===== src/rtl/pci_tgt_pkg.sv =====
package pci_tgt_pkg;

    typedef enum logic [2:0] {
        ST_IDLE,
        ST_DECODE,
        ST_FETCH,
        ST_DATA,
        ST_TERM,
        ST_TURN
    } tgt_state_e;

    typedef enum logic [1:0] {
        SP_NONE = 2'b00,
        SP_IO   = 2'b01,
        SP_MEM  = 2'b10,
        SP_CFG  = 2'b11
    } space_e;

    typedef struct packed {
        logic   rd;
        logic   single;
        space_e sp;
    } txn_t;

    localparam logic [3:0] CMD_IO_RD  = 4'b0010;
    localparam logic [3:0] CMD_IO_WR  = 4'b0011;
    localparam logic [3:0] CMD_MEM_RD = 4'b0110;
    localparam logic [3:0] CMD_MEM_WR = 4'b0111;
    localparam logic [3:0] CMD_CFG_RD = 4'b1010;
    localparam logic [3:0] CMD_CFG_WR = 4'b1011;

    function automatic space_e space_of(input logic [3:0] cmd, input logic sel);
        space_e sp;
        unique case (cmd)
            CMD_IO_RD, CMD_IO_WR:   sp = SP_IO;
            CMD_MEM_RD, CMD_MEM_WR: sp = SP_MEM;
            CMD_CFG_RD, CMD_CFG_WR: sp = sel ? SP_CFG : SP_NONE;
            default:                sp = SP_NONE;
        endcase
        return sp;
    endfunction

endpackage


===== src/rtl/pci_tgt_decode.sv =====
module pci_tgt_decode
    import pci_tgt_pkg::*;
(
    input  logic [3:0] cmd,
    input  logic       idsel,
    output logic       claim,
    output txn_t       txn
);
    space_e sp;

    always_comb begin
        sp         = space_of(cmd, idsel);
        claim      = (sp != SP_NONE);
        txn.sp     = sp;
        txn.rd     = ~cmd[0];
        txn.single = (sp != SP_MEM);
    end
endmodule


===== src/rtl/pci_tgt_fsm.sv =====
module pci_tgt_fsm
    import pci_tgt_pkg::*;
(
    input  logic   clk,
    input  logic   rst,
    input  logic   frame_n,
    input  logic   irdy_n,
    input  logic   claim,
    input  txn_t   txn_in,
    output logic   devsel_n,
    output logic   trdy_n,
    output logic   stop_n,
    output logic   ctl_oe,
    output space_e space,
    output logic   ev_addr,
    output logic   ev_adv,
    output logic   ev_rdreq,
    output logic   ev_rdcap,
    output logic   ev_wr,
    output logic   ev_end
);
    tgt_state_e st;
    txn_t       txn_q;
    logic       frame_prev;
    logic       xfer;

    always_comb begin
        xfer     = (st == ST_DATA) && !irdy_n;
        ev_addr  = (st == ST_IDLE) && !frame_n && frame_prev && claim;
        ev_adv   = xfer;
        ev_wr    = xfer && !txn_q.rd;
        ev_rdreq = ((st == ST_DECODE) && txn_q.rd)
                 || (xfer && txn_q.rd && !frame_n && stop_n);
        ev_rdcap = (st == ST_FETCH) && txn_q.rd;
        ev_end   = xfer && (frame_n || !stop_n);
        space    = txn_q.sp;
    end

    always_ff @(posedge clk) begin
        if (rst) begin
            st         <= ST_IDLE;
            devsel_n   <= 1'b1;
            trdy_n     <= 1'b1;
            stop_n     <= 1'b1;
            ctl_oe     <= 1'b0;
            frame_prev <= 1'b1;
            txn_q      <= '{rd: 1'b0, single: 1'b0, sp: SP_NONE};
        end else begin
            frame_prev <= frame_n;
            unique case (st)
                ST_IDLE: begin
                    if (ev_addr) begin
                        txn_q <= txn_in;
                        st    <= ST_DECODE;
                    end
                end
                ST_DECODE: begin
                    devsel_n <= 1'b0;
                    ctl_oe   <= 1'b1;
                    st       <= ST_FETCH;
                end
                ST_FETCH: begin
                    trdy_n <= 1'b0;
                    stop_n <= !(txn_q.single && !frame_n);
                    st     <= ST_DATA;
                end
                ST_DATA: begin
                    if (xfer) begin
                        if (frame_n) begin
                            devsel_n <= 1'b1;
                            trdy_n   <= 1'b1;
                            stop_n   <= 1'b1;
                            st       <= ST_TURN;
                        end else if (!stop_n) begin
                            trdy_n <= 1'b1;
                            st     <= ST_TERM;
                        end else if (txn_q.rd) begin
                            trdy_n <= 1'b1;
                            st     <= ST_FETCH;
                        end
                    end
                end
                ST_TERM: begin
                    if (frame_n) begin
                        devsel_n <= 1'b1;
                        stop_n   <= 1'b1;
                        st       <= ST_TURN;
                    end
                end
                ST_TURN: begin
                    ctl_oe <= 1'b0;
                    st     <= ST_IDLE;
                end
                default: st <= ST_IDLE;
            endcase
        end
    end
endmodule


===== src/rtl/pci_tgt_dpath.sv =====
module pci_tgt_dpath #(
    parameter int AD_W = 32
) (
    input  logic              clk,
    input  logic              rst,
    input  logic [AD_W-1:0]   ad_i,
    input  logic [AD_W/8-1:0] cbe_n,
    input  logic [AD_W-1:0]   u_rdata,
    input  logic              ev_addr,
    input  logic              ev_adv,
    input  logic              ev_rdreq,
    input  logic              ev_rdcap,
    input  logic              ev_wr,
    input  logic              ev_end,
    output logic [AD_W-1:0]   ad_o,
    output logic              ad_oe,
    output logic [AD_W-1:0]   u_addr,
    output logic [AD_W-1:0]   u_wdata,
    output logic [AD_W/8-1:0] u_be,
    output logic              u_rd,
    output logic              u_wr
);
    localparam int BE_W = AD_W / 8;
    localparam logic [AD_W-1:0] STRIDE = AD_W'(BE_W);

    logic [AD_W-1:0] cur;
    logic [AD_W-1:0] nxt;

    assign nxt = cur + STRIDE;

    always_ff @(posedge clk) begin
        if (rst) begin
            cur     <= '0;
            u_addr  <= '0;
            u_wdata <= '0;
            u_be    <= '0;
            u_rd    <= 1'b0;
            u_wr    <= 1'b0;
            ad_o    <= '0;
            ad_oe   <= 1'b0;
        end else begin
            u_rd <= ev_rdreq;
            u_wr <= ev_wr;
            if (ev_addr)
                cur <= ad_i;
            else if (ev_adv)
                cur <= nxt;
            if (ev_rdreq)
                u_addr <= ev_adv ? nxt : cur;
            else if (ev_wr)
                u_addr <= cur;
            if (ev_wr) begin
                u_wdata <= ad_i;
                u_be    <= ~cbe_n;
            end
            if (ev_rdcap) begin
                ad_o  <= u_rdata;
                ad_oe <= 1'b1;
            end else if (ev_end) begin
                ad_oe <= 1'b0;
            end
        end
    end
endmodule


===== src/rtl/pci_target_ctrl.sv =====
module pci_target_ctrl
    import pci_tgt_pkg::*;
#(
    parameter int AD_W = 32
) (
    input  logic              clk,
    input  logic              rst,
    input  logic              frame_n,
    input  logic              irdy_n,
    input  logic              idsel,
    input  logic [AD_W/8-1:0] cbe_n,
    input  logic [AD_W-1:0]   ad_i,
    output logic [AD_W-1:0]   ad_o,
    output logic              ad_oe,
    output logic              devsel_n,
    output logic              trdy_n,
    output logic              stop_n,
    output logic              ctl_oe,
    output logic              u_rst,
    output logic [1:0]        u_space,
    output logic [AD_W-1:0]   u_addr,
    output logic [AD_W-1:0]   u_wdata,
    output logic [AD_W/8-1:0] u_be,
    input  logic [AD_W-1:0]   u_rdata,
    output logic              u_rd,
    output logic              u_wr
);
    logic   claim;
    txn_t   txn_dec;
    space_e space;
    logic   ev_addr, ev_adv, ev_rdreq, ev_rdcap, ev_wr, ev_end;

    assign u_rst   = rst;
    assign u_space = space;

    pci_tgt_decode u_dec (
        .cmd   (cbe_n[3:0]),
        .idsel (idsel),
        .claim (claim),
        .txn   (txn_dec)
    );

    pci_tgt_fsm u_fsm (
        .clk      (clk),
        .rst      (rst),
        .frame_n  (frame_n),
        .irdy_n   (irdy_n),
        .claim    (claim),
        .txn_in   (txn_dec),
        .devsel_n (devsel_n),
        .trdy_n   (trdy_n),
        .stop_n   (stop_n),
        .ctl_oe   (ctl_oe),
        .space    (space),
        .ev_addr  (ev_addr),
        .ev_adv   (ev_adv),
        .ev_rdreq (ev_rdreq),
        .ev_rdcap (ev_rdcap),
        .ev_wr    (ev_wr),
        .ev_end   (ev_end)
    );

    pci_tgt_dpath #(.AD_W(AD_W)) u_dp (
        .clk      (clk),
        .rst      (rst),
        .ad_i     (ad_i),
        .cbe_n    (cbe_n),
        .u_rdata  (u_rdata),
        .ev_addr  (ev_addr),
        .ev_adv   (ev_adv),
        .ev_rdreq (ev_rdreq),
        .ev_rdcap (ev_rdcap),
        .ev_wr    (ev_wr),
        .ev_end   (ev_end),
        .ad_o     (ad_o),
        .ad_oe    (ad_oe),
        .u_addr   (u_addr),
        .u_wdata  (u_wdata),
        .u_be     (u_be),
        .u_rd     (u_rd),
        .u_wr     (u_wr)
    );
endmodule


===== config.mk =====
export PLATFORM = sky130hd
export DESIGN_NAME = pci_target_ctrl
export DESIGN_NICKNAME = d
export VERILOG_FILES = /design/src/rtl/pci_tgt_pkg.sv /design/src/rtl/pci_tgt_decode.sv /design/src/rtl/pci_tgt_fsm.sv /design/src/rtl/pci_tgt_dpath.sv /design/src/rtl/pci_target_ctrl.sv
export SDC_FILE = /design/constraint.sdc
export NUM_CORES = 1
export LEC_CHECK = 0
export BUFFER_PORTS_ARGS = -buffer_cell sky130_fd_sc_hd__buf_2
export CAP_MARGIN = 0
export CORE_MARGIN = 8
export CORE_UTILIZATION = 56
export DETAILED_ROUTE_END_ITERATION = 6
export GPL_ROUTABILITY_DRIVEN = 0
export PLACE_DENSITY = 0.86
export SLEW_MARGIN = 15
export SYNTH_ARGS = -nofsm -noshare
export SYNTH_HDL_FRONTEND = slang
export SYNTH_SLANG_ARGS = --single-unit
export TNS_END_PERCENT = 10

===== constraint.sdc =====
create_clock -name clk -period 5.2 [get_ports clk]
set_input_delay 0.52 -clock clk [delete_from_list [all_inputs] [get_ports clk]]
set_output_delay 0.52 -clock clk [all_outputs]
set_load 0.01 [all_outputs]

* Yosys cells after proc, flatten, opt, wreduce, memory -nomap -nowiden *
Index checks and enable logic that the tools add are counted.

operators by class
  muxes and demuxes = 27
  bitwise gates (word level) = 2
  add/subtract/negate cells = 1
  eq/ne operators = 16
  reduce and logical (&&, ||, !) cells = 35

operators with widths
  operator                 number
  $mux W32                 4
  $add A32 B3 Y32 const B  1
  $mux W3                  6
  $pmux W3 S5              1
  $logic_and A1 B1 Y1      12
  $mux W1                  10
  $reduce_bool A2 Y1       5
  $eq A4 B2 Y1 const B     2
  $eq A4 B3 Y1 const B     2
  $eq A4 B4 Y1 const B     2
  $eq A3 B2 Y1 const B     2
  $eq A3 B3 Y1 const B     2
  $ne A2 B2 Y1 const B     3
  $pmux W1 S3              2
  $pmux W2 S3              1
  $reduce_and A2 Y1        3
  $reduce_bool A3 Y1       2
  $reduce_or A2 Y1         3
  $logic_not A1 Y1         5
  $ne A4 B4 Y1 const B     1
  $not A4 Y4               1
  $pmux W1 S2              2
  $reduce_and A4 Y1        1
  $eq A3 B1 Y1 const B     1
  other kinds (6)          7

word-level totals
  flip-flop bits (word level) = 147
  output and inout port bits = 110
  word-level logic and storage cells = 98

* Longest topological paths before layout *
Gate-level depths: netlist of the first run.

  depth after elaboration = 7
  depth in mapped cells = 8

* Hierarchy *
From an unflattened synthesis of the first run, not the netlist that was laid out.

unflattened totals
  cell total of the unflattened synthesis = 710
  area, all modules = 6,418.7 sq um

by module, submodules not included
  module           seq. area each (sq um)  cells each  instances  area an instance (sq um)
  pci_tgt_dpath    2,702.6                 621         1          5,649.2
  pci_tgt_fsm      240.2                   80          1          698.2
  pci_tgt_decode   0.0                     8           1          63.8
  pci_target_ctrl  0.0                     1           1          7.5

* Worst setup path before layout of the first run *
Ideal clock, no wire load.

  kind = input to register
  from = input port irdy_n
  to = register u_dp.u_addr[27]
  slack = 2,998 ps
  cell stages on the path = 7
  data required time = 5,126 ps
  data arrival time = 2,128 ps
  path through = buf_6 nand4bb_1 buf_2 nor4_4 nand4_2 or4_1 a31oi_1

on the way
  cells in the longest elaborated chain, start to end = 7
  elaborated cells between the ends (all ways) = 10

ends and longest elaborated chain
  item                                                   RTL line              RTL
  start, declared                                        pci_target_ctrl.sv:9  input logic irdy_n,
  $logic_not A1 Y1 *                                     pci_tgt_fsm.sv:28     xfer = (st == ST_DATA) && !irdy_n;
  $logic_and A1 B1 Y1 *                                  pci_tgt_fsm.sv:28
  $logic_and A1 B1 Y1 (3 in series)                      pci_tgt_fsm.sv:33     || (xfer && txn_q.rd && !frame_n && stop_n);
  $logic_or A1 B1 Y1                                     pci_tgt_fsm.sv:33
  $mux W32 / $reduce_bool A2 Y1 (equally long branches)  n/a
  end signal, assigned                                   pci_tgt_dpath.sv:49   u_addr <= ev_adv ? nxt : cur;
  end signal, assigned                                   pci_tgt_dpath.sv:51   u_addr <= cur;
  end, declared                                          pci_tgt_dpath.sv:17   output logic [AD_W-1:0] u_addr,

Every way passes the cells marked *; elsewhere a longest branch is shown, timed or not.
A chain may end at the register's enable or synchronous reset.

* Worst setup path after layout of the first run *
  from = register u_fsm.stop_n
  to = register u_dp.u_addr[10]

on the way
  cells in the longest elaborated chain, start to end = 3
  elaborated cells between the ends (all ways) = 4

ends and longest elaborated chain
  item                                                   RTL line           RTL
  start, declared                                        pci_tgt_fsm.sv:12  output logic stop_n,
  start signal, assigned                                 pci_tgt_fsm.sv:64  stop_n <= !(txn_q.single && !frame_n);
  $logic_and A1 B1 Y1 *                                  pci_tgt_fsm.sv:33
  $logic_or A1 B1 Y1 *                                   pci_tgt_fsm.sv:33
  $mux W32 / $reduce_bool A2 Y1 (equally long branches)  n/a

Marked as above.

==> impl_metrics.csv, run 1 <==
group,metric,value,unit
global_route,use_met1,0.285,
global_route,grt.met2_usage,0.403,
power,p_leak,3.16,nW
clock_tree,cts_max_level,4,
floorplan,die_x,122,um
synthesis,synthesis.area,0.00629,sq mm
layout,num_antenna_cells,0,
sta,drv_slew,0,
layout,synthToLayoutAreaGrowth,23.4,%
global_route,grt_first_pass_wirelength,29.7,mm
power,switching_power,579,uW
sta,fin_crit_sh,0.513,
power,ir_drop,0.000305,V
route,wl_per_cell,16.8,um
sta,rsz0062_at_grt,"no",
setup_path,cp.required,5570,ps
layout,utilization,0.712,
power,pwr-share-comb,0.052,
clock_tree,hold_buffers,0,
floorplan,num_rows,38,
synthesis,synth_area_leaders,"dfxtp_1 47%, nand2_1 10%, a21oi_1 7.5%",
floorplan,pin_count,183,
global_route,grt_use_met3,0.0814,
synthesis,synth_top_area_frac,0.468,
synthesis,synth_cell_types,53,
sta,hold_viol,0,
synthesis,synthCells,789,
global_route,grt_pass1_vias,6075,
synthesis,synth_fp_nets,863,
setup_path,cp-start-kind,"register",
clock_tree,cts_sinks,147,
setup_path,path_max_fanout,19,
power,switching_share,0.226,
worst_hold_path,hold_path_class,"in2reg",
route,ant_nets,0,
global_route,grt_usage,0.244,
clock_tree,clkSlewWorstSetupHoldPaths,60,ps
setup_path,cp-end-kind,"register",
synthesis,yosys_register_bits,147,
clock_tree,clockRootBuffer,"clkbuf_8",
floorplan,dieArea,0.0149,sq mm
sta,worst_pin_slew,1100,ps
synthesis,ys_seq_area_frac,0.468,
layout,layout-drive-gt1-share,0.245,
route,viasPerCell,5.76,
clock_tree,insertion_delay,520,ps
synthesis,synth.largest_area_cell,"dfxtp_1",
clock_tree,cts_setup_buffers,0,
setup_path,path_class,"reg2reg",
placed_design,dp_hpwl,12.3,mm
sta,clock.fmax,375,MHz
sta,tns,0,ps
synthesis,yosysWarnings,0,
route,first_pass_iters,5,
clock_tree,cts_max_path_buffers,2,
clock_tree,cts_made_buffers,17,
sta,fin_skew,7.78,ps
global_route,grt.busiest_layer,"met2",
setup_path,arrival,3040,ps
route,drcViolationCount,0,
synthesis,synth_ff_type,"dfxtp_1",
synthesis,synth_edf_count,0,
global_route,grt_antenna_before_repair,0,
clock_tree,post_cts_resize_count,0,
sta,slew_headroom,0.270,
power,p_seq_frac,0.463,
floorplan,die_y,122,um
layout,layout.nets,1002,
power,power.density,330,mW/mm^2
power,clkPwrFrac,0.485,
sta,fin_crit,2670,ps
synthesis,async_reset_ff_frac,0,
layout,fillers,859,
power,p_int,1.98,mW
global_route,grt_max_degree,96,
synthesis,yosys-top-cells-count,"174 x nand2_1, 147 x dfxtp_1, 94 x a21oi_1, 62 x nor2_1, 54 x clkbuf_1",
route,dr_total_vias,6219,
route,drt_wl_total,18.1,mm
floorplan,core_region_area,0.0109,sq mm
global_route,grt_overflow,0,
route,first_iter_violations,552,
placed_design,port_buffers,182,
synthesis,synth_area_per_cell,7.97,sq um
synthesis,synth_most_common_cell,"nand2_1",
flow_run,cap_violations,0,
status,status,"finished clean",
clock_tree,cts_tree,"built",
floorplan,start_util,0.577,
sta,setup_violations,0,
sequential cells by signal, indices dropped and copies added (netlist names), 2 cells and up:
name / flops
u_dp.u_be: 4
u_fsm.txn_q: 2
u_fsm.st: 3
u_dp.ad_o: 32
u_dp.cur: 32
u_dp.u_addr: 32
u_fsm.space: 2
u_dp.u_wdata: 32
final timing paths:
check	startpoint	endpoint	slack, ps	depth (start not counted)
max reg2reg	u_fsm.stop_n$_SDFFE_PP1P_	u_dp.u_addr[10]$_SDFFE_PP0P_	2530	6
min	cbe_n[0]	u_dp.u_be[0]$_SDFFE_PP0P_	200	2
min reg2reg	u_dp.u_wdata[23]$_SDFFE_PP0P_	u_dp.u_wdata[23]$_SDFFE_PP0P_	450	2
max	u_fsm.stop_n$_SDFFE_PP1P_	u_dp.u_addr[10]$_SDFFE_PP0P_	2530	6
worst max-delay path, stage by stage (launching register included):
cell      delay (ps)
dfxtp_1          440
nor3b_1          420
o21a_1           670
nor2_1           340
buf_4            300
a221oi_1         290
nor2_1            60
power by group through the flow:
stage	registers (mW)	clock network (mW)	logic, mW
after floorplan	1.19	0	0.0852
after global placement	1.20	0	0.129
after detailed placement	1.21	0	0.131
after CTS	1.18	1.26	0.133
after global routing	1.19	1.31	0.147
final	1.18	1.24	0.133
metrics by stage:
stage	total power [mW]	cells	instance area, sq um	setup WS, ps	hold slack, ps
after floorplan	1.28	789	6290	3000	437
after global placement	1.33	1049	7150	2420	438
after detailed placement	1.34	1049	7150	2370	443
after CTS	2.57	1080	7760	2550	179
after global routing	2.64	1080	7760	2300	184
final	2.56	1080	7760	2530	197
placed cells by master, fill, tap and decap left out, drive strengths merged, types with 19 or more instances in the layout:
cell    Yosys  routed
nand2     174     174
a21oi      94      94
a211oi     38      38
nor2       62      62
nand4      19      19
xor2       19      19
buf        12     187
dfxtp     147     147
o21ai      24      24
cell type report:
| cell class | instances | area, sq um | share of cell area |
|---|---|---|---|
| multi-input combinational | 564 | 3040 | 0.392 |
| sequential | 147 | 2940 | 0.379 |
| timing repair buffer | 187 | 951 | 0.123 |
| clock buffer | 17 | 414 | 0.0534 |
| clock inverter | 14 | 189 | 0.0244 |
| tap | 140 | 175 | 0.0226 |
| inverter | 11 | 41.3 | 0.00532 |
cells by family after synthesis:
logic type	count (synthesis)	synth area share
buffers and inverters	78	0.0509
AND/OR/NAND/NOR	332	0.243
multiplexers	1	0.00159
AO/OA/AOI/OAI	203	0.197
XOR/XNOR	27	0.0376
flip-flops	147	0.468
adder cells (fa/ha/maj)	1	0.00199
routing by layer:
layer  share of wire  vias to the layer above
met5               0                        -
met4           0.023                        0
met3           0.095                       42
met2            0.48                      264
met1            0.40                     2879
li1                -                     3034
Note: power is estimated with default switching activity, not from simulation.
==> run 2: changes to the inputs <==
Settings changed: CORE_UTILIZATION 56 to 47, PLACE_DENSITY 0.86 to 0.77.
Clock period 5.2 ns to 2.38 ns, I/O delays scaled along.
==> run 2 against run 1 <==
Compared with the run above: routed wire length rose by 0.98%; worst hold slack got worse by 160 ps; highest routed layer unchanged; combinational power rose by 140%; sequential share of layout area fell by 1.2 points; utilization fell by 10 points; via count rose by 0.53%; fmax rose by 25%; register-to-register slack got worse by 2300 ps; first-iteration DRC count fell by 29%; cell count rose by 5.8%; sequential cell count did not move; largest power group is now registers; die area rose by 17%; largest cell class unchanged.
==> impl_metrics.csv, run 2 (synthesized netlist as in run 1, its figures left out) <==
group,metric,value,unit
global_route,grt.met2_usage,0.342,
status,status,"finished clean",
global_route,use_met1,0.243,
clock_tree,insertion_delay,420,ps
layout,fillers,1203,
route,viasPerCell,5.47,
floorplan,core_region_area,0.0131,sq mm
route,drt_wl_total,18.3,mm
power,power.total,5.39,mW
global_route,grt_overflow,0,
layout,mostFrequentLayoutCell,"buf_2",
clock_tree,cts_sinks,147,
power,power.density,673,mW/mm^2
clock_tree,clkSlewWorstSetupHoldPaths,60,ps
floorplan,die_x,132,um
clock_tree,cts_tree,"built",
setup_path,crit_family,"simple AND/OR/NAND/NOR gates",
sta,fin_skew,10.1,ps
worst_hold_path,hold_path_class,"in2reg",
power,ir_drop,0.000451,V
setup_path,worst-path-buf-inv,0,
sta,tns,0,ps
placed_design,placed_cells,1108,
clock_tree,cts_max_path_buffers,2,
setup_path,crit_path_max_incr_delay,530,ps
layout,layout.nets,1027,
layout,layout-drive-gt1-share,0.261,
route,dr_total_vias,6252,
route,drcViolationCount,0,
placed_design,dp_hpwl,12.9,mm
sta,layout_setup_ws,240,ps
floorplan,pin_count,183,
global_route,grt_antenna_before_repair,0,
placed_design,pre_cts_slack,155,ps
route,wl_per_cell,16.0,um
sta,hold_viol,0,
setup_path,cp.required,2720,ps
sta,clock.fmax,467,MHz
power,pwr-share-comb,0.058,
sta,drv_slew,0,
route,first_pass_iters,5,
clock_tree,cts_max_level,4,
layout,synthToLayoutAreaGrowth,27.4,%
power,p_seq_frac,0.478,
sta,setup_violations,0,
setup_path,worstPathCellList,"and4bb_2 > and4_1 > nand4_1 > or3_1 > a31oi_1",
global_route,grt_usage,0.207,
power,p_leak,3.26,nW
floorplan,dieArea,0.0173,sq mm
flow_run,cap_violations,0,
setup_path,arrival,2480,ps
power,p_int,4.11,mW
layout,fin_area,0.00801,sq mm
floorplan,die_y,132,um
setup_path,cp-start-kind,"register",
sta,slew_headroom,0.691,
floorplan,start_util,0.479,
sta,worst_pin_slew,462,ps
sta,fin_crit,2140,ps
global_route,grt_first_pass_wirelength,29.8,mm
sta,rsz0062_at_grt,"no",
power,clkPwrFrac,0.463,
layout,stdcell_count,1143,
floorplan,num_rows,42,
setup_path,cp-end-kind,"register",
placed_design,place_area,0.00742,sq mm
power,switching_power,1.28,mW
clock_tree,clockRootBuffer,"clkbuf_16",
setup_path,cp_slowest_cell,"dfxtp_1",
route,ant_nets,0,
clock_tree,cts_made_buffers,17,
global_route,grt.busiest_layer,"met2",
power,switching_share,0.238,
sta,fin_crit_sh,0.899,
clock_tree,cts_setup_buffers,0,
setup_path,path_max_fanout,12,
sta,hold_slack,34.6,ps
setup_path,path_class,"reg2reg",
route,first_iter_violations,393,
layout,utilization,0.610,
layout,final_cell_mix,"181 x buf_2, 174 x nand2_1, 147 x dfxtp_1",
global_route,grt_max_degree,64,
placed_design,port_buffers,182,
global_route,grt_use_met3,0.0751,
global_route,grt_pass1_vias,6015,
==> run 2: cell count changes in the layout (fill, tap and decap cells not counted), moves of 2 or more <==
| cell | change |
|---|---|
| buf_4 | +19 |
| clkinv_2 | -4 |
| clkinvlp_4 | +5 |
| buf_12 | +4 |
| bufinv_16 | -3 |
| clkbuf_1 | +3 |
| dlygate4sd3_1 | +2 |
==> run 2: layout make-up <==
type	count	area, sq um	share of cell area
Antenna cell	1	2.50	0.000313
Clock buffer	21	450	0.0563
Clock inverter	11	108	0.0134
Inverter	11	41.3	0.00516
Multi-Input combinational cell	564	3050	0.381
Sequential cell	147	2940	0.367
Tap cell	176	220	0.0275
Timing Repair Buffer	212	1190	0.149
==> run 2: path summary, 6_finish.rpt <==
kind / start / endpoint / slack, ps / cells past startpoint
min: cbe_n[2] / u_dp.u_be[2]$_SDFFE_PP0P_ / 30 / 2
max: u_fsm.st[0]$_SDFFE_PP0P_ / u_dp.u_addr[20]$_SDFFE_PP0P_ / 240 / 5
min reg2reg: u_dp.u_addr[1]$_SDFFE_PP0P_ / u_dp.u_addr[1]$_SDFFE_PP0P_ / 450 / 2
max reg2reg: u_fsm.st[0]$_SDFFE_PP0P_ / u_dp.u_addr[20]$_SDFFE_PP0P_ / 240 / 5
==> run 2: power groups by stage <==
stage                     combinational, mW  sequential (mW)  clock [mW]
after floorplan                       0.186             2.61           0
after global placement                0.308             2.63           0
after detailed placement              0.311             2.63           0
after CTS                             0.315             2.58        2.55
after global routing                  0.344             2.59        2.65
final                                 0.314             2.58        2.50
==> run 2: worst reg2reg max path, delay by kind of cell, from the launching register on <==
kind / cells / cell delay, ps
compound gates: 1 / 150
flops: 1 / 530
simple gates: 4 / 1390
==> run 2: what timing repair did <==
action,CTS,global route
hold buffers,2,0
endpoints found under the setup margin,0,2
gates resized for setup,0,1
endpoints found under the hold margin,2,0
==> run 2: layer usage <==
metal,up-vias,part of all wire,wire length (um)
li1,3091,-,-
met2,218,0.48,8800
met3,28,0.083,1510
met1,2915,0.42,7650
met5,-,0,0
met4,0,0.017,318
